`src/rtl/prt_pkg.sv`:
```
`timescale 1ns/1ps
package prt_pkg;

    // Position of each sticky bit inside the status output
    typedef enum int {
        STAT_PERIODIC = 0,
        STAT_IRQ_REQ  = 1
    } stat_bit_e;

    localparam int STAT_W = 2;

    // Registered state of the top level
    typedef struct packed {
        logic evt;
    } core_state_t;

endpackage

```
`src/rtl/prt_rate_decode.sv`:
```
`timescale 1ns/1ps
module prt_rate_decode #(
    parameter int CNT_W     = 16,
    parameter int RATE_W    = 4,
    parameter int ALIAS_TOP = 2,
    parameter int ALIAS_ADD = 7
) (
    input  logic [RATE_W-1:0] rate_sel_i,
    input  logic              enable_i,
    output logic              active_o,
    output logic [CNT_W-1:0]  mask_o
);
    localparam int EFF_W = RATE_W + 1;

    logic [EFF_W-1:0] eff_code;
    logic [EFF_W-1:0] shift;

    always_comb begin
        eff_code = {1'b0, rate_sel_i};
        if (rate_sel_i != '0 && int'(rate_sel_i) <= ALIAS_TOP) begin
            eff_code = eff_code + EFF_W'(ALIAS_ADD);
        end
        shift    = (rate_sel_i == '0) ? '0 : eff_code - 1'b1;
        active_o = enable_i && (rate_sel_i != '0);
        for (int i = 0; i < CNT_W; i++) begin
            mask_o[i] = (i < int'(shift));
        end
    end

endmodule

```
`src/rtl/prt_prescaler.sv`:
```
`timescale 1ns/1ps
module prt_prescaler #(
    parameter int CNT_W = 16
) (
    input  logic             clk,
    input  logic             rst_n,
    input  logic             tick_i,
    output logic [CNT_W-1:0] cnt_o,
    output logic [CNT_W-1:0] cnt_next_o
);
    logic [CNT_W-1:0] cnt_d, cnt_q;

    always_comb begin
        cnt_next_o = cnt_q + 1'b1;
        cnt_d      = tick_i ? cnt_next_o : cnt_q;
    end

    always_ff @(posedge clk) begin
        if (!rst_n) cnt_q <= '0;
        else        cnt_q <= cnt_d;
    end

    assign cnt_o = cnt_q;

    assert_count_step_R2: assert property (@(posedge clk) disable iff (!rst_n)
        tick_i |=> cnt_q == CNT_W'($past(cnt_q) + 1'b1));
    assert_count_hold_R2: assert property (@(posedge clk) disable iff (!rst_n)
        !tick_i |=> $stable(cnt_q));

endmodule

```
`src/rtl/prt_flag_reg.sv`:
```
`timescale 1ns/1ps
module prt_flag_reg #(
    parameter int WIDTH = 2
) (
    input  logic             clk,
    input  logic             rst_n,
    input  logic             set_i,
    input  logic             clr_i,
    output logic [WIDTH-1:0] flag_o
);
    logic [WIDTH-1:0] flag_d, flag_q;

    for (genvar b = 0; b < WIDTH; b++) begin : g_bit
        always_comb begin
            if (set_i)      flag_d[b] = 1'b1;
            else if (clr_i) flag_d[b] = 1'b0;
            else            flag_d[b] = flag_q[b];
        end

        always_ff @(posedge clk) begin
            if (!rst_n) flag_q[b] <= 1'b0;
            else        flag_q[b] <= flag_d[b];
        end

        assert_clear_drops_R7: assert property (@(posedge clk) disable iff (!rst_n)
            (clr_i && !set_i) |=> !flag_q[b]);
        assert_sticky_R6: assert property (@(posedge clk) disable iff (!rst_n)
            (flag_q[b] && !clr_i) |=> flag_q[b]);
    end

    assign flag_o = flag_q;

endmodule

```
`src/rtl/periodic_rate_gen.sv`:
```
`timescale 1ns/1ps
module periodic_rate_gen #(
    parameter int CNT_W     = 16,
    parameter int RATE_W    = 4,
    parameter int ALIAS_TOP = 2,
    parameter int ALIAS_ADD = 7
) (
    input  logic                      clk,
    input  logic                      rst_n,
    input  logic                      tick_i,
    input  logic [RATE_W-1:0]         rate_sel_i,
    input  logic                      pie_en_i,
    input  logic                      flag_clr_i,
    output logic                      event_o,
    output logic [prt_pkg::STAT_W-1:0] status_o,
    output logic                      irq_o
);
    import prt_pkg::*;

    logic             active;
    logic [CNT_W-1:0] mask;
    logic [CNT_W-1:0] cnt;
    logic [CNT_W-1:0] cnt_next;
    logic             fire;
    core_state_t      st_d, st_q;

    prt_rate_decode #(
        .CNT_W(CNT_W), .RATE_W(RATE_W),
        .ALIAS_TOP(ALIAS_TOP), .ALIAS_ADD(ALIAS_ADD)
    ) u_decode (
        .rate_sel_i(rate_sel_i),
        .enable_i  (pie_en_i),
        .active_o  (active),
        .mask_o    (mask)
    );

    prt_prescaler #(.CNT_W(CNT_W)) u_presc (
        .clk       (clk),
        .rst_n     (rst_n),
        .tick_i    (tick_i),
        .cnt_o     (cnt),
        .cnt_next_o(cnt_next)
    );

    // Boundary of the selected period reached by the incoming tick
    always_comb begin
        fire      = tick_i && active && ((cnt_next & mask) == '0);
        st_d      = st_q;
        st_d.evt  = fire;
    end

    always_ff @(posedge clk) begin
        if (!rst_n) st_q <= '0;
        else        st_q <= st_d;
    end

    prt_flag_reg #(.WIDTH(STAT_W)) u_flags (
        .clk   (clk),
        .rst_n (rst_n),
        .set_i (fire),
        .clr_i (flag_clr_i),
        .flag_o(status_o)
    );

    assign event_o = st_q.evt;
    assign irq_o   = status_o[STAT_IRQ_REQ];

    assert_evt_needs_enable_R5: assert property (@(posedge clk) disable iff (!rst_n)
        st_q.evt |-> $past(pie_en_i && rate_sel_i != '0 && tick_i));
    assert_evt_aligned_R2: assert property (@(posedge clk) disable iff (!rst_n)
        st_q.evt |-> ((cnt & $past(mask)) == '0));
    assert_evt_pulse_R9: assert property (@(posedge clk) disable iff (!rst_n)
        st_q.evt |=> !st_q.evt);
    assert_evt_sets_flags_R6: assert property (@(posedge clk) disable iff (!rst_n)
        st_q.evt |-> (status_o == 2'b11 && irq_o));

endmodule

```
`config.mk`:
```
export PLATFORM = sky130hd
export DESIGN_NAME = periodic_rate_gen
export DESIGN_NICKNAME = d
export VERILOG_FILES = /design/src/rtl/prt_pkg.sv /design/src/rtl/prt_rate_decode.sv /design/src/rtl/prt_prescaler.sv /design/src/rtl/prt_flag_reg.sv /design/src/rtl/periodic_rate_gen.sv
export SDC_FILE = /design/constraint.sdc
export NUM_CORES = 1
export LEC_CHECK = 0
export CAP_MARGIN = 20
export CORE_UTILIZATION = 44
export CTS_CLUSTER_DIAMETER = 200
export DETAILED_ROUTE_END_ITERATION = 7
export PLACE_DENSITY_LB_ADDON = 0.1
export SYNTH_ARGS = -nofsm -noshare
export SYNTH_HDL_FRONTEND = slang
export SYNTH_SLANG_ARGS = --single-unit
```
`constraint.sdc`:
```
create_clock -name clk -period 3.3 [get_ports clk]
set_clock_uncertainty 0.15 [all_clocks]
set_input_delay 0.495 -clock clk [delete_from_list [all_inputs] [get_ports clk]]
set_output_delay 0.495 -clock clk [all_outputs]
set_load 0.005 [all_outputs]
```
==> summary.md <==
| Metric | Value |
|---|---|
| Site Rows | 20 |
| Nets | 224 |
| Power share of the combinational group | 0.229 |
| Internal power summed over all cells | 0.344 mW |
| Mean number of vias per cell | 5.73 |
| Net Count, Synth | 207 |
| Post-CTS setup buffer count | 0 |
| Actual slew at the worst max-slew pin | 0.455 ns |
| Detailed-route wire length | 3.44 mm |
| Final-report max-slew violation count | 0 |
| First-pass GRT wire length | 5.82 mm |
| Portion of total power attributed to sequential cells | 0.471 |
| Y dimension of the die | 60.8 um |
| Startpoint-to-endpoint class of the critical path | in -> reg |
| Summed negative setup slack over all endpoints | 0 ns |
| Endpoint arrival time on the critical path | 3.11 ns |
| Cell accounting for the most synthesized area | dfxtp_1 |
| Most frequent cell after synthesis | dfxtp_1 |
| Count of endpoints failing setup in the final report | 0 |
| Cell area after placement | 1730 um2 |
| Global-route usage over all layers | 0.211 |
| Power Dens Cells | 272 nW/um2 |
| Syn Inst Count | 194 |
| RSZ-0062 raised after global routing | no |
| Weighted congestion reported at the end of routability-driven placement | 0.914 |
| Register-to-Register Path Depth | 8 |
| Peak Freq | 0.332 GHz |
| Startpoint type of the worst setup path | primary input |
| Power, Total | 0.480 mW |
| Die Footprint | 3700 um2 |
| # placed instances | 250 |
| Synth top area share | 0.237 |
| CP max FO | 5 |
| Crit Reg-Reg Startpoint | u_presc.cnt_o[0] |
| Max clock buf depth | 2 |
| Design Area, Final | 1770 um2 |
| Clock latency of the later-clocked register in the worst-skew pair | 0.30 ns |
| FFs w/ async S/R, synth | 0 |
| TritonCTS clock tree | yes |
| Sum of net half-perimeters after detailed placement | 2.60 mm |
| Total grt overflow | 0 |
| Clock sinks | 18 |
| Setup slack, reg-to-reg | 0.78 ns |
| Max-cap viol count | 0 |
| Fraction of layout cells with a size suffix above 1 | 0.129 |
| Synthesized area per cell | 7.84 um2 |
| Tightest Hold Check Type | reg -> reg |
| Synth Cell Area | 1520 um2 |
| Initial antenna violation count | 0 |
| Cell at the root of the clock tree | clkbuf_4 |
| Area growth, synth to finish | 16.1% |
| Leak Pwr | 0.650 nW |
| Post-route non-filler standard cell count | 254 |
| Kind of end point of the critical path | flip-flop |
| Flip-flop and latch count after synthesis | 18 |
| Chip Width | 60.8 um |
| Number of global-route vias before repair | 1283 |
| Total core area | 3180 um2 |
| Net switching power | 0.136 mW |
| Share of power burned in the clock network | 0.300 |
| Number of design-rule violations left by the first detailed-router iteration | 53 |
| Final setup margin | 0.291 ns |
| Post-synth top flop | dfxtp_1 |
| Commonest cells post-synth | dfxtp_1, xnor2_1, and2_1, nand2_1, nor2_1 |
| Hold violation count in the final report | 0 |
| Number of I/O pins | 13 |
| Pin count of the biggest net entering global routing | 19 |
| Quantity of hold-fixing buffers added after cts | 0 |
| Endpoint required time on the critical path | 3.40 ns |
| Yosys synthesis warning count | 0 |
| Filler cells | 310 |
| Hold path depth | 2 |
| Worst reg2reg path endpoint | u_flags.flag_o[0] |
| Number of enable flip-flop cells after synthesis | 0 |
| Number of antenna cells inserted | 0 |
| Result of the run | finished, final reports clean |
| TritonCTS buffer count | 3 |
| DRT antenna net count | 0 |
| Post-DR wirelength/cell | 13.5 um |
| Sw frac | 0.284 |
| Buffers on Ports | 12 |
| Largest cells by area after synthesis | dfxtp_1, xnor2_1, and2_1, o21ai_0, nand2_1 |
| Time the worst path needs with I/O delays and setup | 3.01 ns |
| Worst hold path endpoint | u_flags.flag_o[0] |
| Reg clk slew, reported paths | 0.12 ns |
| H-tree level count | 1 |
| Via total after detailed routing | 1456 |
| Worst slew margin | 0.694 |
| Fin crit share | 0.912 |
| Number of optimization iterations in the first detailed-route pass | 4 |
| Initial core utilization | 0.479 |
| IR Drop Worst-Case VDD | 161 uV |
| Post-cts resize count | 0 |
| Sequential area share after synthesis | 0.237 |
| Remaining design rule violation count | 0 |
| Hold path start | u_flags.flag_o[0] |
| Worst slack at placement | -0.0340 ns |
| Synth cell types | 50 |
[metrics by stage]
stage               utilization  hold WS [ns]
CTS                       0.554         0.379
floorplan                     -         0.339
detailed placement        0.543         0.360
global route              0.556         0.402
finish                    0.556         0.373
global placement          0.543         0.356
[layer usage]
layer,vias to the layer above,GRT usage,share of wire,routed length [um]
met3,8,0.0299,0.078,267
met1,663,0.304,0.46,1570
met4,0,0.0682,0.019,65
met5,-,0,0,0
li1,740,-,-,-
met2,45,0.322,0.45,1530
[state kept, by name (all words and copies together), names as in the netlist]
signal / count
u_flags.flag_o: 1
event_o: 1
u_presc.cnt_o: 16
[cell families (layout without fill, tap and decap cells)]
logic type               Yosys count  in the layout  share of synthesized area
AO/OA/AOI/OAI                     45             45                      0.199
XOR/XNOR                          20             20                      0.115
adder cells (fa/ha/maj)            4              4                     0.0329
buffers and inverters             16             32                     0.0502
flip-flops                        18             18                      0.237
multiplexers                       3              3                     0.0214
AND/OR/NAND/NOR                   88             88                      0.345
[power by group through the flow]
| stage | clock network (mW) | logic (mW) | registers, mW |
|---|---|---|---|
| after floorplan | 0 | 0.0686 | 0.228 |
| after global placement | 0 | 0.106 | 0.231 |
| after detailed placement | 0 | 0.108 | 0.231 |
| after CTS | 0.146 | 0.108 | 0.226 |
| after global routing | 0.158 | 0.122 | 0.227 |
| final | 0.144 | 0.110 | 0.226 |
[final cells by class]
class | count | area (um2) | share of cell area
clock buffer | 4 | 36.3 | 0.0205
inverter | 4 | 15.0 | 0.00850
multi-input combinational | 160 | 1090 | 0.617
sequential | 18 | 360 | 0.204
tap | 44 | 55.1 | 0.0312
timing repair buffer | 24 | 210 | 0.119
[cell usage in the layout, fill, tap and decap left out, types with 2 or more instances in the layout]
master	synthesis	layout
a21boi_0	4	4
a21o_1	2	2
a21oi_1	6	6
a22oi_1	3	3
a31oi_1	3	3
and2_1	14	14
and3_1	2	2
buf_4	3	12
clkbuf_4	0	3
clkdlybuf4s50_1	0	12
dfxtp_1	18	18
ha_1	4	4
inv_1	4	4
mux2_2	2	2
nand2_1	14	14
nand2b_1	6	6
nand3_1	8	8
nand4_1	5	5
nor2_1	12	12
nor2b_1	2	2
nor3_1	7	6
nor4_1	3	3
o2111ai_1	3	3
o211ai_1	2	2
o21ai_0	11	11
o21ai_1	2	2
or3_1	3	3
or3_2	2	2
xnor2_1	15	15
xor2_1	5	5
[worst max-delay path, cell delays in order]
cell             delay (ns)
clkdlybuf4s50_1        0.47
inv_1                  0.06
ha_1                   0.22
nor3_2                 0.15
nand2_1                0.10
xnor2_1                0.19
inv_1                  0.07
ha_1                   0.22
nand2b_1               0.16
a21oi_1                0.16
a31oi_1                0.08
a21o_1                 0.17
a311oi_1               0.24
o2111ai_1              0.18
o21ai_1                0.14
[how the worst max path moves through the flow]
stage / start / endpoint / slack [ns] / cells past startpoint
floorplan: rate_sel_i[0] / u_flags.flag_o[0] / 0.08 / 15
detailed placement: rate_sel_i[0] / u_flags.flag_o[0] / -0.03 / 15
global route: rate_sel_i[0] / u_flags.flag_o[0] / 0.08 / 15
finish: rate_sel_i[0] / u_flags.flag_o[0] / 0.29 / 15
CTS: rate_sel_i[0] / u_flags.flag_o[0] / 0.27 / 15
global placement: rate_sel_i[0] / u_flags.flag_o[0] / 0.005 / 15
(Power assumes the default switching activity.)
